<file path="src/rtl/bpse_pkg.sv">
// Shared types for the base-page dual-stack engine.
// Assumes nothing beyond the engine's own step encoding.
package bpse_pkg;

    // One state per memory step; IDLE keeps reading the NEXT location.
    typedef enum logic [3:0] {
        ST_IDLE,
        ST_PUSH_INC,
        ST_PUSH_WR,
        ST_POP_RD,
        ST_POP_DEC,
        ST_CALL_HI,
        ST_CALL_LO,
        ST_CALL_LD,
        ST_RET_INC,
        ST_RET_LO,
        ST_RET_HI
    } bpse_state_e;

    // Command selected on an idle edge after priority resolution.
    typedef enum logic [2:0] {
        OP_NONE,
        OP_PUSH,
        OP_POP,
        OP_CALL,
        OP_RET
    } bpse_op_e;

endpackage

</file>
<file path="src/rtl/bpse_ptr.sv">
// Byte-wide wrapping stack pointer with increment and decrement controls.
// Assumes inc and dec are never high in the same cycle; inc wins if they are.
module bpse_ptr #(
    parameter int W        = 8,
    parameter bit RST_ONES = 1'b0
) (
    input  logic         clk,
    input  logic         rst_n,
    input  logic         inc,
    input  logic         dec,
    output logic [W-1:0] ptr
);
    localparam logic [W-1:0] RST_VAL = RST_ONES ? {W{1'b1}} : {W{1'b0}};
    localparam logic [W-1:0] ONE     = W'(1);

    // Pointer register: wraps modulo 2**W in both directions.
    always_ff @(posedge clk) begin
        if (!rst_n)   ptr <= RST_VAL;
        else if (inc) ptr <= ptr + ONE;
        else if (dec) ptr <= ptr - ONE;
    end
endmodule

</file>
<file path="src/rtl/bpse_ctrl.sv">
// Step sequencer: accepts one command per idle cycle by fixed priority
// (call, return, push, pop) and walks its memory steps in order.
// Assumes strobes are single-cycle; strobes seen while not idle are dropped.
module bpse_ctrl
    import bpse_pkg::*;
(
    input  logic        clk,
    input  logic        rst_n,
    input  logic        cmd_push,
    input  logic        cmd_pop,
    input  logic        cmd_call,
    input  logic        cmd_ret,
    output bpse_state_e state,
    output bpse_op_e    accept,
    output logic        done
);
    bpse_state_e state_nx;
    logic        last_step;

    // Priority resolution, only while idle.
    always_comb begin
        accept = OP_NONE;
        if (state == ST_IDLE) begin
            if (cmd_call)      accept = OP_CALL;
            else if (cmd_ret)  accept = OP_RET;
            else if (cmd_push) accept = OP_PUSH;
            else if (cmd_pop)  accept = OP_POP;
        end
    end

    // Next-step selection.
    always_comb begin
        state_nx = ST_IDLE;
        unique case (state)
            ST_IDLE: begin
                unique case (accept)
                    OP_PUSH: state_nx = ST_PUSH_INC;
                    OP_POP:  state_nx = ST_POP_RD;
                    OP_CALL: state_nx = ST_CALL_HI;
                    OP_RET:  state_nx = ST_RET_INC;
                    default: state_nx = ST_IDLE;
                endcase
            end
            ST_PUSH_INC: state_nx = ST_PUSH_WR;
            ST_POP_RD:   state_nx = ST_POP_DEC;
            ST_CALL_HI:  state_nx = ST_CALL_LO;
            ST_CALL_LO:  state_nx = ST_CALL_LD;
            ST_RET_INC:  state_nx = ST_RET_LO;
            ST_RET_LO:   state_nx = ST_RET_HI;
            default:     state_nx = ST_IDLE;
        endcase
    end

    // Last step of each command.
    always_comb begin
        last_step = (state == ST_PUSH_WR) || (state == ST_POP_DEC) ||
                    (state == ST_CALL_LD) || (state == ST_RET_HI);
    end

    // State register.
    always_ff @(posedge clk) begin
        if (!rst_n) state <= ST_IDLE;
        else        state <= state_nx;
    end

    // Completion pulse, one cycle after the last step.
    always_ff @(posedge clk) begin
        if (!rst_n) done <= 1'b0;
        else        done <= last_step;
    end
endmodule

</file>
<file path="src/rtl/bpse_memif.sv">
// Memory request generator: maps the current step to one byte access at
// base + pointer. Idle cycles read base + data pointer so that the second
// stack element is always on the read data bus.
// Assumes a memory with combinational read and edge-triggered write.
module bpse_memif
    import bpse_pkg::*;
#(
    parameter int DATA_W = 8,
    parameter int ADDR_W = 2 * DATA_W
) (
    input  bpse_state_e       state,
    input  logic [ADDR_W-1:0] base,
    input  logic [DATA_W-1:0] dptr,
    input  logic [DATA_W-1:0] rptr,
    input  logic [DATA_W-1:0] tos,
    input  logic [ADDR_W-1:0] ip,
    output logic              mem_rd,
    output logic              mem_wr,
    output logic [ADDR_W-1:0] mem_addr,
    output logic [DATA_W-1:0] mem_wdata
);
    localparam int EXT_W = ADDR_W - DATA_W;

    logic use_data_ptr;

    // Select which pointer the step uses.
    always_comb begin
        use_data_ptr = (state == ST_IDLE) || (state == ST_PUSH_INC) ||
                       (state == ST_PUSH_WR) || (state == ST_POP_RD) ||
                       (state == ST_POP_DEC);
    end

    // Address: base plus zero-extended pointer.
    always_comb begin
        if (use_data_ptr) mem_addr = base + {{EXT_W{1'b0}}, dptr};
        else              mem_addr = base + {{EXT_W{1'b0}}, rptr};
    end

    // Read/write strobes and write data per step.
    always_comb begin
        mem_rd    = 1'b0;
        mem_wr    = 1'b0;
        mem_wdata = '0;
        unique case (state)
            ST_IDLE, ST_POP_RD, ST_RET_LO, ST_RET_HI: mem_rd = 1'b1;
            ST_PUSH_WR: begin
                mem_wr    = 1'b1;
                mem_wdata = tos;
            end
            ST_CALL_HI: begin
                mem_wr    = 1'b1;
                mem_wdata = ip[ADDR_W-1:DATA_W];
            end
            ST_CALL_LO: begin
                mem_wr    = 1'b1;
                mem_wdata = ip[DATA_W-1:0];
            end
            default: ;
        endcase
    end
endmodule

</file>
<file path="src/rtl/bp_stack_engine.sv">
// Base-page dual-stack engine: top-of-stack and instruction pointer
// registers, data and return stack pointers, and the push, pop, call and
// return step sequences on a byte-wide memory port.
// Assumes the instruction pointer is exactly two bytes wide.
module bp_stack_engine
    import bpse_pkg::*;
#(
    parameter int DATA_W = 8
) (
    input  logic                  clk,
    input  logic                  rst_n,
    input  logic [2*DATA_W-1:0]   base_page,
    input  logic                  cmd_push,
    input  logic                  cmd_pop,
    input  logic                  cmd_call,
    input  logic                  cmd_ret,
    input  logic [DATA_W-1:0]     push_byte,
    input  logic [2*DATA_W-1:0]   call_target,
    output logic                  mem_rd,
    output logic                  mem_wr,
    output logic [2*DATA_W-1:0]   mem_addr,
    output logic [DATA_W-1:0]     mem_wdata,
    input  logic [DATA_W-1:0]     mem_rdata,
    output logic [DATA_W-1:0]     tos,
    output logic [DATA_W-1:0]     next_byte,
    output logic [DATA_W-1:0]     pop_byte,
    output logic [2*DATA_W-1:0]   ip,
    output logic [DATA_W-1:0]     dsp,
    output logic [DATA_W-1:0]     rsp,
    output logic                  busy,
    output logic                  done,
    output logic                  overflow
);
    localparam int          ADDR_W = 2 * DATA_W;
    localparam logic [DATA_W-1:0] ONE = DATA_W'(1);

    bpse_state_e state;
    bpse_op_e    accept;
    logic [DATA_W-1:0] pend_byte;
    logic [ADDR_W-1:0] pend_target;
    logic dsp_inc, dsp_dec, rsp_inc, rsp_dec;

    bpse_ctrl u_ctrl (
        .clk      (clk),
        .rst_n    (rst_n),
        .cmd_push (cmd_push),
        .cmd_pop  (cmd_pop),
        .cmd_call (cmd_call),
        .cmd_ret  (cmd_ret),
        .state    (state),
        .accept   (accept),
        .done     (done)
    );

    // Pointer step controls derived from the current step.
    always_comb begin
        dsp_inc = (state == ST_PUSH_INC);
        dsp_dec = (state == ST_POP_DEC);
        rsp_dec = (state == ST_CALL_HI) || (state == ST_CALL_LO);
        rsp_inc = (state == ST_RET_INC) || (state == ST_RET_LO);
    end

    bpse_ptr #(.W(DATA_W), .RST_ONES(1'b0)) u_dptr (
        .clk (clk),
        .rst_n (rst_n),
        .inc (dsp_inc),
        .dec (dsp_dec),
        .ptr (dsp)
    );

    bpse_ptr #(.W(DATA_W), .RST_ONES(1'b1)) u_rptr (
        .clk (clk),
        .rst_n (rst_n),
        .inc (rsp_inc),
        .dec (rsp_dec),
        .ptr (rsp)
    );

    bpse_memif #(.DATA_W(DATA_W), .ADDR_W(ADDR_W)) u_memif (
        .state     (state),
        .base      (base_page),
        .dptr      (dsp),
        .rptr      (rsp),
        .tos       (tos),
        .ip        (ip),
        .mem_rd    (mem_rd),
        .mem_wr    (mem_wr),
        .mem_addr  (mem_addr),
        .mem_wdata (mem_wdata)
    );

    // Busy whenever a step other than idle is running.
    always_comb busy = (state != ST_IDLE);

    // Second stack element comes straight from the idle read.
    always_comb next_byte = mem_rdata;

    // Operand capture on acceptance.
    always_ff @(posedge clk) begin
        if (!rst_n) begin
            pend_byte   <= '0;
            pend_target <= '0;
        end else begin
            if (accept == OP_PUSH) pend_byte   <= push_byte;
            if (accept == OP_CALL) pend_target <= call_target;
        end
    end

    // Top-of-stack register: loaded by push completion or pop read.
    always_ff @(posedge clk) begin
        if (!rst_n)                  tos <= '0;
        else if (state == ST_PUSH_WR) tos <= pend_byte;
        else if (state == ST_POP_RD)  tos <= mem_rdata;
    end

    // Pop result: the top byte at the moment the pop is accepted.
    always_ff @(posedge clk) begin
        if (!rst_n)                 pop_byte <= '0;
        else if (accept == OP_POP)  pop_byte <= tos;
    end

    // Instruction pointer: call target load or byte-serial return restore.
    always_ff @(posedge clk) begin
        if (!rst_n) begin
            ip <= '0;
        end else begin
            unique case (state)
                ST_CALL_LD: ip <= pend_target;
                ST_RET_LO:  ip[DATA_W-1:0] <= mem_rdata;
                ST_RET_HI:  ip[ADDR_W-1:DATA_W] <= mem_rdata;
                default: ;
            endcase
        end
    end

    // Sticky collision flag for a push that meets the return stack.
    always_ff @(posedge clk) begin
        if (!rst_n)
            overflow <= 1'b0;
        else if ((accept == OP_PUSH) && ((dsp + ONE) == rsp))
            overflow <= 1'b1;
    end
endmodule

</file>
<file path="config.mk">
export PLATFORM = sky130hd
export DESIGN_NAME = bp_stack_engine
export DESIGN_NICKNAME = d
export VERILOG_FILES = /design/src/rtl/bpse_pkg.sv /design/src/rtl/bpse_ptr.sv /design/src/rtl/bpse_ctrl.sv /design/src/rtl/bpse_memif.sv /design/src/rtl/bp_stack_engine.sv
export SDC_FILE = /design/constraint.sdc
export NUM_CORES = 1
export LEC_CHECK = 0
export ABC_AREA = 1
export BUFFER_PORTS_ARGS = -buffer_cell sky130_fd_sc_hd__buf_2
export CAP_MARGIN = 25
export CORE_MARGIN = 2
export CORE_UTILIZATION = 52
export CTS_CLUSTER_DIAMETER = 60
export CTS_CLUSTER_SIZE = 40
export DETAILED_ROUTE_END_ITERATION = 6
export GPL_TIMING_DRIVEN = 1
export HOLD_SLACK_MARGIN = 0.02
export PLACE_DENSITY = 0.85
export SLEW_MARGIN = 20
export SYNTH_ARGS = -nofsm -noshare
export SYNTH_HDL_FRONTEND = slang
export SYNTH_SLANG_ARGS = --single-unit
</file>
<file path="constraint.sdc">
create_clock -name clk -period 3.8 [get_ports clk]
set_input_delay 0.76 -clock clk [delete_from_list [all_inputs] [get_ports clk]]
set_output_delay 0.76 -clock clk [all_outputs]
set_load 0.1 [all_outputs]
</file>
# Word level (Yosys, flattened, before mapping)
# Index checks and enable logic that the tools add are counted.
# W data, S select, Z words.
# op_classes
eq_ne	15
reduce_logical	19
n_addsub	6
mux	19
# op_table
op	n
$mux W8	6
$add A16 B8 Y16	2
$pmux W8 S2	2
$pmux W4 S7	1
$pmux W8 S3	1
$add A8 B1 Y8 const B	2
$eq A4 B3 Y1 const B	4
$mux W16	1
$pmux W4 S4	1
$sub A8 B1 Y8 const B	2
$eq A4 B4 Y1 const B	3
$mux W3	4
$reduce_bool A2 Y1	5
$logic_or A1 B1 Y1	9
$eq A4 B2 Y1 const B	2
$eq A8 B8 Y1	1
$eq A3 B2 Y1 const B	2
$eq A4 B1 Y1 const B	1
$logic_not A4 Y1	1
$reduce_bool A4 Y1	1
$reduce_or A4 Y1	1
$eq A3 B1 Y1 const B	1
$eq A3 B3 Y1 const B	1
$reduce_or A3 Y1	1
other kinds (3)	4
# word_totals
register_bits	78
wordCells	70
out_inout_bits	85

# Longest topological paths before layout
# Gate-level depths: netlist of run 1.
# depth
word_depth	8
mapped_depth	16

# Hierarchy
# From an unflattened synthesis of run 1, not the netlist that was laid out.
# unflattened
hier_cells	810
hier_area_um2	5195.0
# modules_own_cells
mod	instances	cells_per_inst	area_each_um2	seq_area_each_um2
bp_stack_engine	1	372	2648.8	1141.1
bpse_memif	1	202	998.5	0.0
bpse_ptr (u_dptr)	1	93	629.4	160.2
bpse_ptr (u_rptr)	1	88	594.3	160.2
bpse_ctrl	1	55	324.1	100.1

# Least setup slack after synthesis of run 1
# No wires, ideal clock.
# synth_timing
path_type	reg2out
startpoint	register u_rptr.ptr[0]
endpoint	output mem_addr[14]
n_path_buf	0
setup_slack_ns	-0.849
required_time_ns	3.040
stages_incl_launch_ff	11
arrival_time_ns	3.889
path_cell_list	dfxtp_1 > inv_1 > o21ai_0 > ha_1 > fa_1 > nand3_1 > nand2_1 > nand3_1 > a21oi_1 > nand3_1 > xnor2_1
# synth_via
elab_chain_len	2
# synth_lines
item	line	text
from (decl)	bpse_ptr.sv:11	output logic [W-1:0] ptr
from (signal assigned)	bpse_ptr.sv:19	else if (inc) ptr <= ptr + ONE;
from (signal assigned)	bpse_ptr.sv:20	else if (dec) ptr <= ptr - ONE;
$add A16 B8 Y16	bpse_memif.sv:36	else mem_addr = base + {{EXT_W{1'b0}}, rptr};
$mux W16	bpse_memif.sv:35	if (use_data_ptr) mem_addr = base + {{EXT_W{1'b0}}, dptr};
to (decl)	bp_stack_engine.sv:21	output logic [2*DATA_W-1:0] mem_addr,
# No other way between the ends.

# Final worst setup path of run 1
# layout_timing
startpoint	register u_ctrl.state[2]
endpoint	output mem_addr[14]
# layout_via
elab_chain_len	6
# layout_lines
item	line	text
from (decl)	bpse_ctrl.sv:13	output bpse_state_e state,
from (signal assigned)	bpse_ctrl.sv:63	else state <= state_nx;
$eq A4 B1 Y1 / $logic_not A4 Y1 (equally long branches)	bpse_memif.sv:28	use_data_ptr = (state == ST_IDLE) || (state == ST_PUSH_INC) ||
$logic_or A1 B1 Y1 (2 in a row)	bpse_memif.sv:28	
$logic_or A1 B1 Y1	bpse_memif.sv:29	(state == ST_PUSH_WR) || (state == ST_POP_RD) ||
$logic_or A1 B1 Y1 *	bpse_memif.sv:29	
$mux W16 *	bpse_memif.sv:35	
# Mark *: on every way between the ends. The rest lies on a longest branch, timed or not.

==> impl_metrics.py, run 1 <==
metrics = {
    "critical_path": {
        "crit_buf_inv": 2,
        "critPathCaptureType": "output port",
        "start_kind": "flip-flop",
        "startpoint": "u_ctrl.state[2]",
        "cp.arrival_ns": 2.93,
        "worstPathRequired_ns": 3.04,
        "critical_path.max_fanout": 8,
        "r2r-start": "u_ctrl.state[3]",
        "crit_type": "flip-flop to output port",
        "crit_chain": "inv_1 -> nor2_4 -> nand2_2 -> nand2_4 -> nand2_1 -> o21ai_0 -> ha_2 -> fa_1 -> nand3_1 -> nand2_1 -> nand3_2 -> a21oi_4 -> nand3_1 -> xnor2_2 -> buf_12",
        "slowest_delay_ns": 0.40,
        "path_delay_family": "simple AND/OR/NAND/NOR gates",
        "cp_slowest_cell": "dfxtp_2",
    },
    "synthesis": {
        "synth_seq_area_share_pct": 33.5,
        "netlist.area_leader.share_pct": 33.5,
        "yosys.area.top_type": "dfxtp_1",
        "synth_edf_count": 0,
        "synth_nets": 760,
        "synth_cell_types": 35,
        "syn_area_um2": 4670,
        "synth-main-ff-cell": "dfxtp_1",
        "ys_warn_count": 0,
        "synthCells": 687,
        "avgSynthCellArea_um2": 6.79,
        "synth_area_leaders": "dfxtp_1, nand2_1, a21oi_1",
        "ys_ff_latch": 78,
        "synthArstFlopShare_pct": 0,
    },
    "clocking": {
        "clkLatencyLatePin_ns": 0.37,
        "path_clk_slew_ns": 0.09,
        "htreeDepth": 3,
        "clockBufferDepth": 2,
        "root_buffer": "clkbuf_8",
        "cts_buffers": 9,
        "clkSinkCount": 78,
        "cts_tree": "built",
    },
    "layout": {
        "area_growth_pct": 26.0,
        "fin_cells": 929,
        "final_common_cell": "nand2_1",
        "layout-drive-gt1-share_pct": 25.0,
        "antennaDiodeCount": 0,
        "layout.nets": 889,
        "nFillCells": 763,
        "final_cell_mix": "nand2_1, buf_2, inv_1, dfxtp_1, a21oi_1",
    },
    "die": {
        "chipHeight_um": 98.7,
        "initial_utilization_pct": 53.5,
        "rows": 34,
        "die_w_um": 98.7,
        "dieArea_um2": 9750,
        "num_io_pins": 139,
        "core_um2": 8720,
    },
    "place": {
        "dp_cells": 910,
        "io_buffers": 138,
        "place_worst_setup_slack_ns": 0.114,
        "gp_congestion": 0.991,
        "hpwlAfterDp_mm": 10.6,
    },
    "global_routing": {
        "gr-usage-all-layers_pct": 27.7,
        "grt_overflow_total": 0,
        "antenna_found_initial": 0,
        "grt_pass1_vias": 4666,
        "grt_first_pass_wirelength_mm": 22.0,
        "grt_max_degree": 34,
    },
    "sta": {
        "worstMarginPinSlew_ns": 0.712,
        "min_period_ns": 3.69,
        "hold_viol": 0,
        "min_period_over_period_pct": 97.0,
        "setup_ws_ns": 0.114,
        "relSlewSlack_pct": 52.4,
        "fmax_ghz": 0.271,
        "finalMaxSlewViolations": 0,
        "setup_viol": 0,
        "fin_tns_setup_ns": 0,
        "finalClockSkew_ns": 0.0183,
        "rsz0062_at_grt": "yes",
    },
    "hold_path": {
        "worstHoldStart": "pend_target[2]",
        "hold_class": "flip-flop to flip-flop",
    },
    "job": {
        "max_cap_viol_count": 0,
    },
    "route": {
        "wire_per_inst_um": 14.9,
        "drt_iter0_drc": 544,
        "wirelength_mm": 13.8,
        "num_vias": 5182,
        "drt_pass1_iterations": 5,
        "drtAntennaViolNets": 0,
        "drcViolationCount": 0,
        "viasPerCell": 5.58,
    },
    "pwr": {
        "power.leakage_nw": 2.95,
        "ir_drop_mv": 0.749,
        "finalPower_mw": 5.47,
        "powerDensity_nw_per_um2": 930,
    },
    "status": {
        "status": "completed",
    },
}
sequential cells by signal, summed over array words and instances, names as in the netlist:
signal	count
u_ctrl.state	4
u_ctrl.done	1
pend_target	16
pend_byte	8
overflow	1
ip	16
pop_byte	8
u_rptr.ptr	8
u_dptr.ptr	8
tos	8
worst register-to-register path, stage by stage, from the launching register on:
cell,delay [ns]
dfxtp_1,0.45
inv_1,0.12
nor2_4,0.17
inv_1,0.06
nor2_1,0.28
inv_1,0.25
ha_1,0.38
a21oi_1,0.17
nand2_1,0.09
nand2_1,0.08
nand2_1,0.05
a21oi_1,0.16
nand2_1,0.07
nand2_1,0.06
o21ai_1,0.06
logic make-up (layout without fill, tap and decap cells):
kind of cell               count (synthesis)  in the layout  share of synthesized area (%)
DFF                                       78             78                           33.5
buffers and inverters                    122            255                           11.1
xor gates and xnor gates                  16             16                           3.00
adders and majority gates                 19             19                           5.42
AOI/OAI and AO/OA                        168            168                           20.3
and+or+nand+nor                          284            285                           26.8
per-stage QoR:
step	hold WS (ns)	instance area, µm²	utilization [%]
after detailed placement	0.448	5610	64.3
after global routing	0.488	5880	67.4
after floorplan	0.425	4750	-
final	0.463	5880	67.4
after CTS	0.460	5830	66.9
after global placement	0.437	5610	64.3
routing by layer:
metal	global-route usage (%)	share of wire, %
met5	0	0
met4	11.6	3.3
met3	4.33	8.3
met2	45.2	47
met1	36.7	42
synth_stat cells, drive strengths merged, types with 11 or more instances:
cell type and count:
a21oi 67, buf 18, dfxtp 78, ha 17, inv 93, nand2 154, nand3 61, nor2 60
o211ai 14, o21ai 67, o221ai 12, xor2 11
layout make-up:
type	count	area (µm²)	area share [%]
clock buffer	9	124	2.11
clock inverter	7	80.1	1.36
inverter	94	358	6.09
multi-input combinational	488	2730	46.4
sequential	78	1560	26.6
tap	108	135	2.30
timing repair buffer	145	893	15.2
report_power, final:
group	internal [mW]	leakage (nW)	switching (mW)
clock	0.313	0.102	0.340
combinational	0.884	2.21	2.79
sequential	0.956	0.636	0.181
what timing repair did:
| action | in CTS | in global routing |
|---|---|---|
| hold endpoints to repair | 0 | 0 |
| setup buffers | 0 | 2 |
| gates resized for setup | 5 | 7 |
| hold buffers | 0 | 0 |
| setup endpoints to repair | 7 | 10 |
| pin swaps | 0 | 3 |
| cloned | 0 | 1 |
final timing paths:
path                         end  slack (ns)  cells after the start
setup / recovery    mem_addr[14]        0.11                     15
hold / removal    pend_target[2]        0.46                      2
setup reg to reg   u_rptr.ptr[6]        1.25                     14
hold reg to reg   pend_target[2]        0.46                      2
No activity file was read; power rests on OpenSTA's default activity.
==> inputs of run 2 (changes only) <==
- BUFFER_PORTS_ARGS: -buffer_cell sky130_fd_sc_hd__buf_2 -> -buffer_cell sky130_fd_sc_hd__buf_4
==> impl_metrics.py, run 2 (synthesis gave the netlist of run 1 again) <==
metrics = {
    "layout": {
        "reg_top3": "ip: 16 flops, pend_target: 16 flops",
        "area_growth_pct": 32.1,
        "layout-drive-gt1-share_pct": 25.1,
        "final_cell_mix": "nand2_1, buf_4, inv_1, dfxtp_1, a21oi_1",
        "postLayoutCoreUtil_pct": 70.7,
        "layout.nets": 890,
        "final_common_cell": "nand2_1",
        "antennaDiodeCount": 0,
    },
    "place": {
        "hpwlAfterDp_mm": 10.9,
        "place_worst_setup_slack_ns": 0.0880,
        "io_buffers": 138,
        "gp_congestion": 0.966,
    },
    "route": {
        "wirelength_mm": 14.2,
        "drt_iter0_drc": 412,
        "viasPerCell": 5.50,
        "drtAntennaViolNets": 0,
        "wire_per_inst_um": 15.3,
        "num_vias": 5112,
        "drt_pass1_iterations": 5,
        "drcViolationCount": 0,
    },
    "critical_path": {
        "slowest_delay_ns": 0.48,
        "critPathCaptureType": "output port",
        "cp_slowest_cell": "dfxtp_1",
        "crit_type": "flip-flop to output port",
        "critical_path.max_fanout": 7,
        "ff2ff_path_depth": 16,
        "worstPathRequired_ns": 3.04,
        "crit_chain": "nor2_4 -> nand2_2 -> nand2_2 -> nand2_1 -> o21ai_0 -> ha_1 -> nand2_1 -> inv_1 -> nand3_1 -> o211ai_1 -> buf_4 -> xor2_4 -> buf_8",
        "start_kind": "flip-flop",
        "cp.arrival_ns": 2.86,
    },
    "die": {
        "dieArea_um2": 9750,
        "core_um2": 8720,
        "chipHeight_um": 98.7,
        "num_io_pins": 139,
        "rows": 34,
        "initial_utilization_pct": 53.5,
        "die_w_um": 98.7,
    },
    "global_routing": {
        "grt_pass1_vias": 4611,
        "antenna_found_initial": 0,
        "grt_overflow_total": 0,
        "gr-usage-all-layers_pct": 28.4,
        "grt_max_degree": 47,
        "grt_first_pass_wirelength_mm": 22.5,
    },
    "status": {
        "status": "completed",
    },
    "clocking": {
        "cts_buffers": 9,
        "root_buffer": "clkbuf_8",
        "clkSinkCount": 78,
        "htreeDepth": 3,
        "clkLatencyLatePin_ns": 0.36,
        "holdBufCountCts": 0,
        "clockBufferDepth": 2,
        "cts_tree": "built",
        "path_clk_slew_ns": 0.09,
    },
    "pwr": {
        "powerDensity_nw_per_um2": 901,
        "finalPower_mw": 5.55,
        "ir_drop_mv": 0.684,
        "power.leakage_nw": 3.02,
    },
    "sta": {
        "setup_ws_ns": 0.179,
        "hold_viol": 0,
        "setup_viol": 0,
        "fin_tns_setup_ns": 0,
        "finalClockSkew_ns": 0.0139,
        "min_period_ns": 3.62,
        "fmax_ghz": 0.276,
        "min_period_over_period_pct": 95.3,
        "finalMaxSlewViolations": 0,
        "worstMarginPinSlew_ns": 0.669,
        "relSlewSlack_pct": 55.3,
    },
    "hold_path": {
        "hold_class": "flip-flop to flip-flop",
        "worstHoldPathCells": 2,
    },
    "job": {
        "max_cap_viol_count": 0,
    },
}
-- run 2: changes by cell type in the layout (fill, tap and decap cells not counted), sizes merged --
cell,delta
buf,+1
bufinv,+1
inv,-1
-- run 2: routing by layer --
metal,vias up,track usage [%],wire length (µm)
met2,222,46.4,6800
li1,2533,-,-
met5,-,0,0
met4,0,8.96,338
met1,2326,37.7,6050
met3,31,6.17,992
-- run 2: power by group --
part	total [mW]	leakage (nW)	internal, mW	switching, mW
combinational	3.71	2.27	0.923	2.78
clock	0.700	0.110	0.372	0.328
sequential	1.15	0.636	0.956	0.191
-- run 2: through the flow --
stage          hold slack, ns  cell area, µm²  instances
2_1_floorplan           0.425            4750        687
3_3_place_gp            0.442            5790        908
3_5_place_dp            0.449            5820        909
4_1_cts                 0.462            6070        925
5_1_grt                 0.494            6170        930
6_report                0.463            6170        930
-- run 2: critical path: cells and delay by family (launching register included) --
kind            cells  cell delay (ns)
flops               1             0.48
simple gates        6             0.56
compound gates      2             0.45
xor+xnor            1             0.16
buf+inv             3             0.51
fa+ha+maj           1             0.33
-- run 2: layout make-up --
| type | instances | area [µm²] |
|---|---|---|
| Timing Repair Buffer | 146 | 1160 |
| Inverter | 94 | 358 |
| Fill cell | 723 | 2550 |
| Clock buffer | 9 | 124 |
| Clock inverter | 7 | 95.1 |
| Multi-Input combinational cell | 488 | 2730 |
| Tap cell | 108 | 135 |
| Sequential cell | 78 | 1560 |
-- run 2: worst paths after layout --
kind                                       from             end  slack (ns)
worst min-delay path             pend_target[3]  pend_target[3]        0.46
worst max register to register  u_ctrl.state[3]   u_rptr.ptr[7]        1.23
worst max-delay path            u_ctrl.state[0]     mem_addr[7]        0.18
worst min register to register   pend_target[3]  pend_target[3]        0.46
-- run 2: repair_timing --
action                     in CTS  in global routing
hold endpoints to repair        0                  0
cloned                          0                  1
setup endpoints to repair       9                 10
pin swaps                       0                  5
setup buffers                   0                  4
resized for setup               8                 16
==> inputs of run 3 (changes only) <==
- CORE_UTILIZATION: 52 -> 54
- PLACE_DENSITY: 0.85 -> 0.87
- SYNTH_HIERARCHICAL: default -> 1
==> impl_metrics.py, run 3 <==
metrics = {
    "status": {
        "status": "completed",
    },
    "layout": {
        "final_common_cell": "nand2_1",
        "seqCellArea_um2": 1560,
        "area_growth_pct": 26.3,
        "layout.nets": 1022,
        "final_cell_mix": "nand2_1, buf_4, nor2_1, inv_1, dfxtp_1",
        "antennaDiodeCount": 0,
        "nFillCells": 823,
        "multi_input_area_um2": 3140,
        "reg_top3": "ip: 16 flops, pend_target: 16 flops",
        "layout-drive-gt1-share_pct": 22.0,
    },
    "clocking": {
        "clockBufferDepth": 2,
        "cts_tree": "built",
        "post_cts_buffers": 0,
        "clkSinkCount": 78,
        "root_buffer": "clkbuf_8",
        "cts_buffers": 9,
        "htreeDepth": 3,
        "clkLatencyLatePin_ns": 0.36,
        "path_clk_slew_ns": 0.08,
    },
    "place": {
        "gp_congestion": 0.936,
        "io_buffers": 138,
        "hpwlAfterDp_mm": 10.8,
    },
    "global_routing": {
        "grt.met3_usage_pct": 4.99,
        "grt_overflow_total": 0,
        "gr-usage-all-layers_pct": 28.0,
        "grt_busiest_layer": "met2",
        "grtUsageMet1_pct": 35.7,
        "grt_max_degree": 51,
        "grt_first_pass_wirelength_mm": 23.2,
        "grt_pass1_vias": 5075,
        "use_met2_pct": 48.0,
        "antenna_found_initial": 0,
    },
    "critical_path": {
        "crit_chain": "inv_1 -> nand2_1 -> a21oi_4 -> o21ai_0 -> ha_1 -> fa_1 -> nand2_1 -> nand2_1 -> and2_4 -> nand2_1 -> nand2_1 -> nand2_1 -> nand2_1 -> nand2_1 -> buf_8",
        "worstPathRequired_ns": 3.04,
        "slowest_delay_ns": 0.43,
        "critPathCaptureType": "output port",
        "path_delay_family": "simple AND/OR/NAND/NOR gates",
        "crit_buf_inv": 2,
        "cpMostUsedCell": "nand2_1",
        "crit_type": "flip-flop to output port",
        "critical_path.max_fanout": 8,
        "cp_slowest_cell": "fa_1",
        "start_kind": "flip-flop",
        "rrSetupSlack_ns": 1.21,
        "cp.arrival_ns": 2.84,
    },
    "die": {
        "num_io_pins": 139,
        "die_w_um": 102,
        "core_um2": 9280,
        "dieArea_um2": 10400,
        "initial_utilization_pct": 56.0,
        "rows": 35,
        "chipHeight_um": 102,
    },
    "sta": {
        "hold_viol": 0,
        "fin_tns_setup_ns": 0,
        "min_period_ns": 3.60,
        "min_period_over_period_pct": 94.8,
        "relSlewSlack_pct": 55.1,
        "setup_viol": 0,
        "fmax_ghz": 0.277,
        "worstMarginPinSlew_ns": 0.672,
        "finalClockSkew_ns": 0.0149,
        "finalMaxSlewViolations": 0,
        "rsz0062_at_grt": "yes",
    },
    "synthesis": {
        "syn_area_um2": 5190,
        "yosys.area.top_type": "dfxtp_1",
        "synth_top_family_by_area": "simple AND/OR/NAND/NOR gates",
        "synth_seq_area_share_pct": 30.1,
        "synth-main-ff-cell": "dfxtp_1",
        "synthCells": 810,
        "synth_cell_types": 42,
        "ys_warn_count": 6,
        "synth_edf_count": 0,
        "synth_nets": 889,
        "ys_ff_latch": 78,
        "synth_compound_area_share_pct": 12.5,
        "synth_xor_area_share_pct": 3.20,
        "yosys.area_share.simple_pct": 37.1,
        "synthTopCellsByCount": "nand2_1, nor2_1, inv_1",
        "netlist.area_leader.share_pct": 30.1,
        "synthAdderAreaFrac_pct": 6.45,
        "synthArstFlopShare_pct": 0,
        "synth_most_common_cell": "nand2_1",
        "synthMuxAreaShare_pct": 0,
        "synth_area_leaders": "dfxtp_1, nand2_1, nor2_1",
        "avgSynthCellArea_um2": 6.41,
    },
    "route": {
        "drt_iter0_drc": 345,
        "wirelength_mm": 14.7,
        "wire_per_inst_um": 13.6,
        "viasPerCell": 5.28,
        "num_vias": 5691,
        "drt_pass1_iterations": 5,
        "drcViolationCount": 0,
        "drtAntennaViolNets": 0,
    },
    "hold_path": {
        "hold_class": "flip-flop to flip-flop",
    },
    "job": {
        "max_cap_viol_count": 0,
    },
}
==> run 3: cell types whose count changed in the layout (fill, tap and decap cells not counted), sizes merged, moves of 6 or more <==
cell | previous run | this run
inv | 95 | 107
o221ai | 12 | 0
a221oi | 0 | 11
o211ai | 14 | 5
nor2 | 60 | 126
o21ai | 67 | 53
a21oi | 67 | 33
a31oi | 2 | 8
nand2 | 155 | 238
==> run 3: path summary, 6_finish.rpt <==
check,to,cells past startpoint,from
setup / recovery,mem_addr[12],15,u_ctrl/state[1]
hold / removal,pop_byte[2],2,pop_byte[2]
setup reg to reg,u_dptr/ptr[7],11,u_ctrl/state[0]
hold reg to reg,pop_byte[2],2,pop_byte[2]
==> run 3: worst reg2reg max path, stage by stage, from the launching register on <==
cell and delay, ns:
dfxtp_1 0.34, buf_4 0.26, nand2_2 0.13, nor3_1 0.28, inv_1 0.27, ha_1 0.43
nand2_1 0.10, nand2_1 0.08, a21oi_2 0.20, nand3_1 0.16, a21oi_1 0.17, nor2_1 0.06
==> run 3: cell type report <==
class	instances	share of cell area, %
inverters	110	6.31
flip-flops and latches	78	23.8
well taps	129	2.46
repair buffers	143	16.7
clock buffers	9	1.89
multi-input cells	601	47.9
clock inverters	7	1.01
==> run 3: cell families after synthesis <==
group,count (synthesis)
AOI/OAI and AO/OA,112
and+or+nand+nor,444
xor gates and xnor gates,19
buffers and inverters,132
adders and majority gates,25
DFF,78
==> run 3: what timing repair did <==
item,in CTS,in global routing
endpoints found under the setup margin,0,6
resized for setup,0,6
hold buffers,0,0
==> run 3: metrics by stage <==
| step | setup slack, ns | std cells | hold slack, ns | util [%] | cell area [µm²] |
|---|---|---|---|---|---|
| floorplan | -0.0233 | 810 | 0.454 | - | 5250 |
| global placement | 0.541 | 1060 | 0.449 | 68.3 | 6340 |
| detailed placement | 0.504 | 1060 | 0.456 | 68.3 | 6340 |
| CTS | 0.114 | 1076 | 0.469 | 70.4 | 6530 |
| global route | -0.00717 | 1077 | 0.494 | 70.7 | 6560 |
| finish | 0.196 | 1077 | 0.465 | 70.7 | 6560 |
==> run 3: routing by layer <==
metal | vias to the layer above | share of wire [%]
met2 | 285 | 47
met4 | 0 | 1.6
met1 | 2537 | 42
met3 | 27 | 9.9
met5 | - | 0
li1 | 2842 | -
Power of run 3 is not shown: default switching activity piles up to over one toggle a cycle in this logic, so the estimate is an artifact.
